File: src/rtl/rpg_pkg.sv
// Package: shared constants for the supply reset pulse generator.
// Assumes: cause index 0 is the supply flag, index 1 the manual request.
package rpg_pkg;
    localparam int unsigned CAUSE_SUPPLY = 0;
    localparam int unsigned CAUSE_MANUAL = 1;
    localparam int unsigned NUM_CAUSES   = 2;

    // Width needed to hold values 0..max_val.
    function automatic int unsigned cnt_width(input int unsigned max_val);
        int unsigned w;
        w = 1;
        while ((64'(1) << w) <= 64'(max_val)) w = w + 1;
        return w;
    endfunction
endpackage

File: src/rtl/rpg_sync.sv
// Module: rpg_sync
// Multi-bit, bit-independent flop-chain synchroniser for asynchronous levels.
// Assumes: each bit is a slow level (no multi-bit coherence required);
// on reset every stage takes RST_VAL, so reset looks like "cause active".
module rpg_sync #(
    parameter int unsigned WIDTH   = 2,
    parameter int unsigned STAGES  = 2,
    parameter logic [WIDTH-1:0] RST_VAL = '0
) (
    input  logic             clk,
    input  logic             rst_n,
    input  logic [WIDTH-1:0] din,
    output logic [WIDTH-1:0] dout
);
    logic [STAGES-1:0][WIDTH-1:0] stg;

    // Shift the asynchronous inputs through the flop chain.
    always_ff @(posedge clk) begin
        if (!rst_n) begin
            stg <= {STAGES{RST_VAL}};
        end else begin
            stg <= {stg[STAGES-2:0], din};
        end
    end

    assign dout = stg[STAGES-1];

    initial begin
        AST_SYNC_DEPTH: assert (STAGES >= 2) else $error("need 2+ stages");
    end
endmodule

File: src/rtl/rpg_stretch.sv
// Module: rpg_stretch
// Retriggerable stretch counter: reloads while a cause is active, counts
// down to zero afterwards; the reset request is high while either holds.
// Assumes: cause is already synchronous to clk.
module rpg_stretch #(
    parameter int unsigned LOAD_CYCLES = 20,
    parameter int unsigned CNT_W       = 5
) (
    input  logic clk,
    input  logic rst_n,
    input  logic cause,
    output logic req
);
    localparam logic [CNT_W-1:0] LOAD = CNT_W'(LOAD_CYCLES);

    logic [CNT_W-1:0] cnt;

    // Reload on any cause, otherwise count down and rest at zero.
    always_ff @(posedge clk) begin
        if (!rst_n) begin
            cnt <= '0;
        end else if (cause) begin
            cnt <= LOAD;
        end else if (cnt != '0) begin
            cnt <= cnt - 1'b1;
        end
    end

    // Request reset while a cause is active or the stretch is running.
    always_comb begin
        req = cause || (cnt != '0);
    end

    AST_RELOAD: assert property (@(posedge clk) disable iff (!rst_n)
        cause |=> (cnt == LOAD));
    AST_NO_OVERFLOW: assert property (@(posedge clk) disable iff (!rst_n)
        cnt <= LOAD);
    AST_COUNT_STEP: assert property (@(posedge clk) disable iff (!rst_n)
        (!cause && cnt != '0) |=> (cnt < $past(cnt) || cause));
endmodule

File: src/rtl/rpg_drive.sv
// Module: rpg_drive
// Registers the reset request into separate active-high and active-low
// output flops so both outputs leave the block glitch-free.
// Assumes: req is synchronous; block reset forces both outputs asserted.
module rpg_drive (
    input  logic clk,
    input  logic rst_n,
    input  logic req,
    output logic rst_hi,
    output logic rst_lo_n
);
    // Register both polarities of the reset request.
    always_ff @(posedge clk) begin
        if (!rst_n) begin
            rst_hi   <= 1'b1;
            rst_lo_n <= 1'b0;
        end else begin
            rst_hi   <= req;
            rst_lo_n <= ~req;
        end
    end

    AST_COMPLEMENT: assert property (@(posedge clk) disable iff (!rst_n)
        rst_lo_n != rst_hi);
    AST_FOLLOWS_REQ: assert property (@(posedge clk) disable iff (!rst_n)
        req |=> rst_hi);
    AST_RELEASE_CLEAN: assert property (@(posedge clk) disable iff (!rst_n)
        $fell(rst_hi) |-> !$past(req));
endmodule

File: src/rtl/supply_reset_gen.sv
// Module: supply_reset_gen (top)
// System reset generator: holds reset while the supply is bad or manual
// reset is requested, then stretches it for CYCLES_PER_MS*STRETCH_MS cycles.
// Assumes: supply_ok and mr_n are asynchronous levels; rst_n is synchronous.
module supply_reset_gen #(
    parameter int unsigned CYCLES_PER_MS = 50000,
    parameter int unsigned STRETCH_MS    = 200,
    parameter int unsigned SYNC_STAGES   = 2
) (
    input  logic clk,
    input  logic rst_n,
    input  logic supply_ok,
    input  logic mr_n,
    output logic sys_rst_n,
    output logic sys_rst
);
    import rpg_pkg::*;

    localparam int unsigned STRETCH_CYCLES = CYCLES_PER_MS * STRETCH_MS;
    localparam int unsigned CNT_W          = cnt_width(STRETCH_CYCLES);

    logic [NUM_CAUSES-1:0] raw_ok;
    logic [NUM_CAUSES-1:0] sync_ok;
    logic                  cause;
    logic                  req;

    // Gather inputs as "1 = this cause is inactive".
    always_comb begin
        raw_ok[CAUSE_SUPPLY] = supply_ok;
        raw_ok[CAUSE_MANUAL] = mr_n;
    end

    rpg_sync #(
        .WIDTH   (NUM_CAUSES),
        .STAGES  (SYNC_STAGES),
        .RST_VAL ('0)
    ) u_sync (
        .clk   (clk),
        .rst_n (rst_n),
        .din   (raw_ok),
        .dout  (sync_ok)
    );

    // A cause is active when any synchronised input is not ok.
    always_comb begin
        cause = ~&sync_ok;
    end

    rpg_stretch #(
        .LOAD_CYCLES (STRETCH_CYCLES),
        .CNT_W       (CNT_W)
    ) u_stretch (
        .clk   (clk),
        .rst_n (rst_n),
        .cause (cause),
        .req   (req)
    );

    rpg_drive u_drive (
        .clk      (clk),
        .rst_n    (rst_n),
        .req      (req),
        .rst_hi   (sys_rst),
        .rst_lo_n (sys_rst_n)
    );

    AST_CAUSE_HOLDS: assert property (@(posedge clk) disable iff (!rst_n)
        cause |=> sys_rst);
    AST_SUPPLY_HOLDS: assert property (@(posedge clk) disable iff (!rst_n)
        !sync_ok[CAUSE_SUPPLY] |=> !sys_rst_n);
    AST_MANUAL_HOLDS: assert property (@(posedge clk) disable iff (!rst_n)
        !sync_ok[CAUSE_MANUAL] |=> sys_rst);
endmodule

File: config.mk
export PLATFORM = sky130hd
export DESIGN_NAME = supply_reset_gen
export DESIGN_NICKNAME = d
export VERILOG_FILES = /design/src/rtl/rpg_pkg.sv /design/src/rtl/rpg_sync.sv /design/src/rtl/rpg_stretch.sv /design/src/rtl/rpg_drive.sv /design/src/rtl/supply_reset_gen.sv
export SDC_FILE = /design/constraint.sdc
export NUM_CORES = 1
export LEC_CHECK = 0
export CORE_AREA = 10 10 58 60
export DETAILED_ROUTE_END_ITERATION = 12
export DIE_AREA = 0 0 68 70
export DONT_BUFFER_PORTS = 1
export GPL_TIMING_DRIVEN = 0
export PLACE_DENSITY = 0.79
export SYNTH_ARGS = -nofsm -noshare
export SYNTH_HDL_FRONTEND = slang
export SYNTH_SLANG_ARGS = --single-unit
File: constraint.sdc
create_clock -name clk -period 3.5 [get_ports clk]
set_clock_uncertainty 0.2 [all_clocks]
set_input_delay 0.525 -clock clk [delete_from_list [all_inputs] [get_ports clk]]
set_output_delay 0.525 -clock clk [all_outputs]
set_load 0.02 [all_outputs]
==> Yosys cells after proc, flatten, opt, wreduce, memory -nomap -nowiden <==
Index checks and enable logic that the tools add are counted.
{ "totals": {"reg_bits": 30, "latchBits": 0, "ramBits": 0, "rom_bits": 0, "in_bits": 4, "output_inout_bits": 2, "elab_cells": 16, "n_memories": 0} }
{ "op_classes": {"addsub": 1, "mul": 0, "div_mod_pow": 0, "magnitude_cmp": 0, "eq_ne": 1, "shift": 0, "muxes": 2, "n_bitwise": 1, "reduce_logical": 5} }
{ "op_table": {"columns": ["operator", "count"], "rows": [
  ["$mux W24", 2],
  ["$reduce_bool A24 Y1", 1],
  ["$sub A24 B1 Y24 const B", 1],
  ["$reduce_and A3 Y1", 1],
  ["$ne A2 B1 Y1 const B", 1],
  ["$reduce_and A2 Y1", 1],
  ["$logic_not A1 Y1", 1],
  ["$logic_or A1 B1 Y1", 1],
  ["$not A1 Y1", 1]
]} }

==> Longest topological paths before layout <==
{ "logic_depth": {"depth_word": 4, "mapped_depth": 7, "mapped_depth_nobuf": 7} }

==> Hierarchy <==
From an unflattened synthesis, not the netlist that was laid out.
{ "hier_totals": {"cells_unflattened": 162, "hier_area_um2": 1457.6} }
{ "by_module_without_submodules": {"columns": ["mod", "n_inst", "cells_per_inst", "area_per_inst_um2", "seq_area_each_um2"], "rows": [
  ["rpg_stretch", 1, 147, 1281.2, 480.5],
  ["rpg_sync", 1, 10, 120.1, 80.1],
  ["rpg_drive", 1, 4, 52.6, 40.0],
  ["supply_reset_gen", 1, 1, 3.8, 0.0]
]} }

==> Worst setup path before layout <==
OpenSTA, ideal clock, no wires.
{ "synth_path": {"kind": "reg2reg", "from": "register u_stretch.cnt[14]", "to": "register u_stretch.cnt[1]", "arrival_time_ns": 1.931, "t_required_ns": 3.174, "path_slack_ns": 1.243, "stages_incl_launch_ff": 7, "path_buffers": 1, "period_less_slack_ns": 2.257, "cell_sequence": "dfxtp_1 or4_4 or3_4 buf_6 or3_4 nor2_1 a211oi_2"} }
{ "synth_via": {"elab_chain_len": 1} }
{ "synth_rtl": {"columns": ["element", "line_no", "text"], "rows": [
  ["start, declared", "rpg_stretch.sv:16", "logic [CNT_W-1:0] cnt;"],
  ["start signal, assigned", "rpg_stretch.sv:25", "cnt <= cnt - 1'b1;"],
  ["$reduce_bool A24 Y1", "rpg_stretch.sv:24", "end else if (cnt != '0) begin"]
]} }
Every way passes these cells.
A chain may end at the register's enable or synchronous reset.

==> Worst setup path in the final report <==
{ "layout_path": {"from": "register u_stretch.cnt[0]", "to": "register u_stretch.cnt[16]"} }
{ "layout_via": {"elab_chain_len": 1, "elab_cells_between_ends": 2, "cone_classes": "add/sub (1); reduce/logical (1)"} }
{ "layout_rtl": {"columns": ["element", "line_no"], "rows": [
  ["$sub A24 B1 Y24 / $reduce_bool A24 Y1 (equally long branches)", "rpg_stretch.sv:25, rpg_stretch.sv:24"]
]} }
Several ways; a longest one is shown, not always the timed one.

==> impl_metrics.csv <==
group,metric,value,unit
sta,drv_slew,0,
power,p_per_area,390.2,mW/mm²
power,p_leak,0.5851,nW
setup_path,ff2ff_path_depth,7,
sta,setup_viol,0,
placed_design,dpl_worst_slack,1106,ps
power,total_power,590.8,µW
global_route,grt_util_all_layers,0.1289,
yosys,synth-compound-area-share,0.1848,
clocking,root_buffer,"clkbuf_4",
detailed_routing,route.vias.total,1130,
clocking,htreeDepth,2,
yosys,yosysUniqueCellTypes,39,
finish,fin_util,0.6464,
finish,fin_cells,189,
placed_design,gp_congestion,0.7915,
floorplanning,rows,18,
worst_hold_path,worstHoldStart,"rst_n",
finish,final_cell_mix,"dfxtp_1, nor2_1, nand2_1, xnor2_1, xor2_1",
finish,fill_cells,211,
sta,hold_violations,0,
setup_path,cp_data_arrival_time,2440,ps
sta,fin_ws,1061,ps
placed_design,dp_cells,182,
yosys,ys_seq_area_frac,0.4203,
sta,rsz0062_at_grt,"false",
placed_design,hpwl,1994,µm
yosys,syn_nets,158,
clocking,cts_tree,"yes",
yosys,synthArstFlopShare,0,
global_route,grt-ovfl-total,0,
yosys,synth_xor_xnor_area_share,0.08581,
global_route,grt_pass1_wl,4830,µm
setup_path,rrSetupSlack,1060,ps
finish,fin_area,0.001514,mm²
detailed_routing,initialDrtViolationCount,85,
finish,drive_above_1_share,0.1258,
setup_path,slowest_stage,"a2111oi_0",
clocking,clkTransAtPathRegs,90,ps
yosys,synth_flop_cell,"dfxtp_1",
sta,timing.hold.ws,122.5,ps
yosys,synth_cells,152,
floorplanning,initial_utilization,0.6100,
sta,min_period_over_period,0.6969,
placed_design,io_buffers,0,
setup_path,critPathRequiredTime,3500,ps
clocking,cts_inserted_buffers,5,
setup_path,critPathTopFamily,"simple AND/OR/NAND/NOR gates",
clocking,clock-sinks,30,
yosys,synthAdderAreaFrac,0.01751,
finish,syn2layout_area_growth,5.954,%
yosys,muxShareOfSynthArea,0,
yosys,synth_simple_gate_area_share,0.2653,
worst_hold_path,hold-path-cell-count,1,
yosys,avgSynthCellArea,9.400,µm²
clocking,cts.repair.resized,0,
placed_design,dpl_cell_area,0.001466,mm²
global_route,grt_pass1_vias,1095,
sta,worst_slew_pin_slew,498.1,ps
clocking,cts_setup_buffers,0,
global_route,antenna_found_initial,0,
detailed_routing,viasPerCell,5.979,
worst_hold_path,worstHoldPathType,"in2reg",
outcome,outcome,"finished clean",
floorplanning,io-pin-count,6,
setup_path,rr_endpoint,"u_stretch.cnt[16]$_SDFFE_PN0P_",
setup_path,crit_path_end,"u_stretch.cnt[16]$_SDFFE_PN0P_",
floorplanning,die_x,68,µm
yosys,synth_area,0.001429,mm²
floorplanning,core-area,0.002342,mm²
power,ir_worst_vdd,0.3333,mV
yosys,synth_top_family_by_area,"simple AND/OR/NAND/NOR gates",
finish,final_nets,165,
detailed_routing,antenna_left,0,
setup_path,path_cells,"inv_1 > ha_1 > nor3b_1 > nand4_1 > a2111oi_0 > xnor2_1 > nor2_1",
sta,period_needed,2439,ps
setup_path,path_buf_inv,1,
setup_path,cp-end-kind,"flop",
setup_path,slowest_delay,580,ps
setup_path,cp_max_fo,5,
setup_path,r2r_start,"u_stretch.cnt[0]$_SDFFE_PN0P_",
floorplanning,fp.dieArea,0.004760,mm²
detailed_routing,first_pass_iters,4,
finish,mostFrequentLayoutCell,"dfxtp_1",
detailed_routing,drc,0,
clocking,worstSkewPairLatency,330,ps
yosys,synth_edf_count,0,
detailed_routing,wl_per_cell,14.59,µm
floorplanning,die_h,70,µm
finish,diodes,0,
sta,finalSetupTns,0,ps
global_route,grt_start_max_net_pins,11,
detailed_routing,drt_wl_total,2758,µm
setup_path,cp.depth,7,
setup_path,cp-start-kind,"flop",
clocking,cts_hold_buf,0,
sta,fmax,410.0,MHz
clocking,ctsLongestPathBuffers,2,
yosys,yosysWarnings,0,
yosys,yosys_register_bits,30,
sta,slew_headroom,0.6593,
setup_path,worstSetupStartpoint,"u_stretch.cnt[0]$_SDFFE_PN0P_",
flow_run,maxCapViolCount,0,
setup_path,path_class,"reg2reg",
[state kept, by name (all words and copies together) (netlist names)]
name	count
u_drive.rst_lo_n	1
u_drive.rst_hi	1
u_sync.dout	2
u_stretch.cnt	24
u_sync.stg	2
[layer usage]
layer  vias to the layer above  routed length (µm)  track usage
met5                         -                   0            0
met4                         0                  43      0.05369
met3                         5                 110      0.05423
met2                        17                1330       0.1998
met1                       532                1274       0.1493
li1                        576                   -            -
[report_power, final]
group	internal (mW)	total [mW]	switching [mW]
Sequential	0.349	0.356	0.00698
Clock	0.0720	0.184	0.112
Combinational	0.0218	0.0505	0.0287
Total	0.443	0.591	0.148
[worst reg2reg max path, cell delays in order (launching register included)]
cell	delay, ps
dfxtp_1	330
inv_1	120
ha_1	260
nor3b_1	290
nand4_1	300
a2111oi_0	580
xnor2_1	180
nor2_1	50
[final cells by class]
cell class                 instances  area [µm²]  area share
clock inverter                     2       10.01    0.006612
tap                               30       37.54     0.02479
buffer                             5       26.28     0.01736
clock buffer                       5       37.54     0.02479
inverter                           3       11.26    0.007438
sequential                        30       600.6      0.3967
multi-input combinational        114       790.8      0.5223
[cell families (layout without fill, tap and decap cells)]
group	Yosys count	count (layout)
compound gates	33	33
simple gates	65	65
xor+xnor	14	14
fa+ha+maj	2	2
buf+inv	8	15
flops	30	30
[how the worst min path moves through the flow]
stage                                 to  slack, ps
2_1_floorplan  u_sync.dout[1]$_SDFF_PN0_        210
3_3_place_gp   u_sync.dout[1]$_SDFF_PN0_        210
3_5_place_dp   u_sync.dout[1]$_SDFF_PN0_        220
4_1_cts         u_sync.stg[1]$_SDFF_PN0_        110
5_1_grt         u_sync.stg[0]$_SDFF_PN0_        110
6_report        u_sync.stg[1]$_SDFF_PN0_        120
[Yosys cell counts, types with 2 or more instances]
| cell type | instances | share of area |
|---|---|---|
| ha_1 | 2 | 0.018 |
| or2_2 | 3 | 0.013 |
| clkbuf_1 | 3 | 0.0079 |
| o31a_1 | 6 | 0.037 |
| nor3_1 | 5 | 0.018 |
| nor4_1 | 6 | 0.026 |
| xor2_1 | 7 | 0.043 |
| dfxtp_1 | 30 | 0.42 |
| xnor2_1 | 7 | 0.043 |
| nand4_1 | 3 | 0.013 |
| and2_1 | 6 | 0.026 |
| o2111ai_1 | 2 | 0.012 |
| o31ai_1 | 6 | 0.032 |
| nand2_1 | 7 | 0.018 |
| or3_1 | 2 | 0.0088 |
| nand3_1 | 2 | 0.0070 |
| inv_1 | 3 | 0.0079 |
| nor2_1 | 19 | 0.050 |
| o21a_1 | 6 | 0.032 |
| a21oi_1 | 4 | 0.014 |
| or4_1 | 4 | 0.021 |
| or3_4 | 2 | 0.016 |
Note: power is estimated with default switching activity, not from simulation.
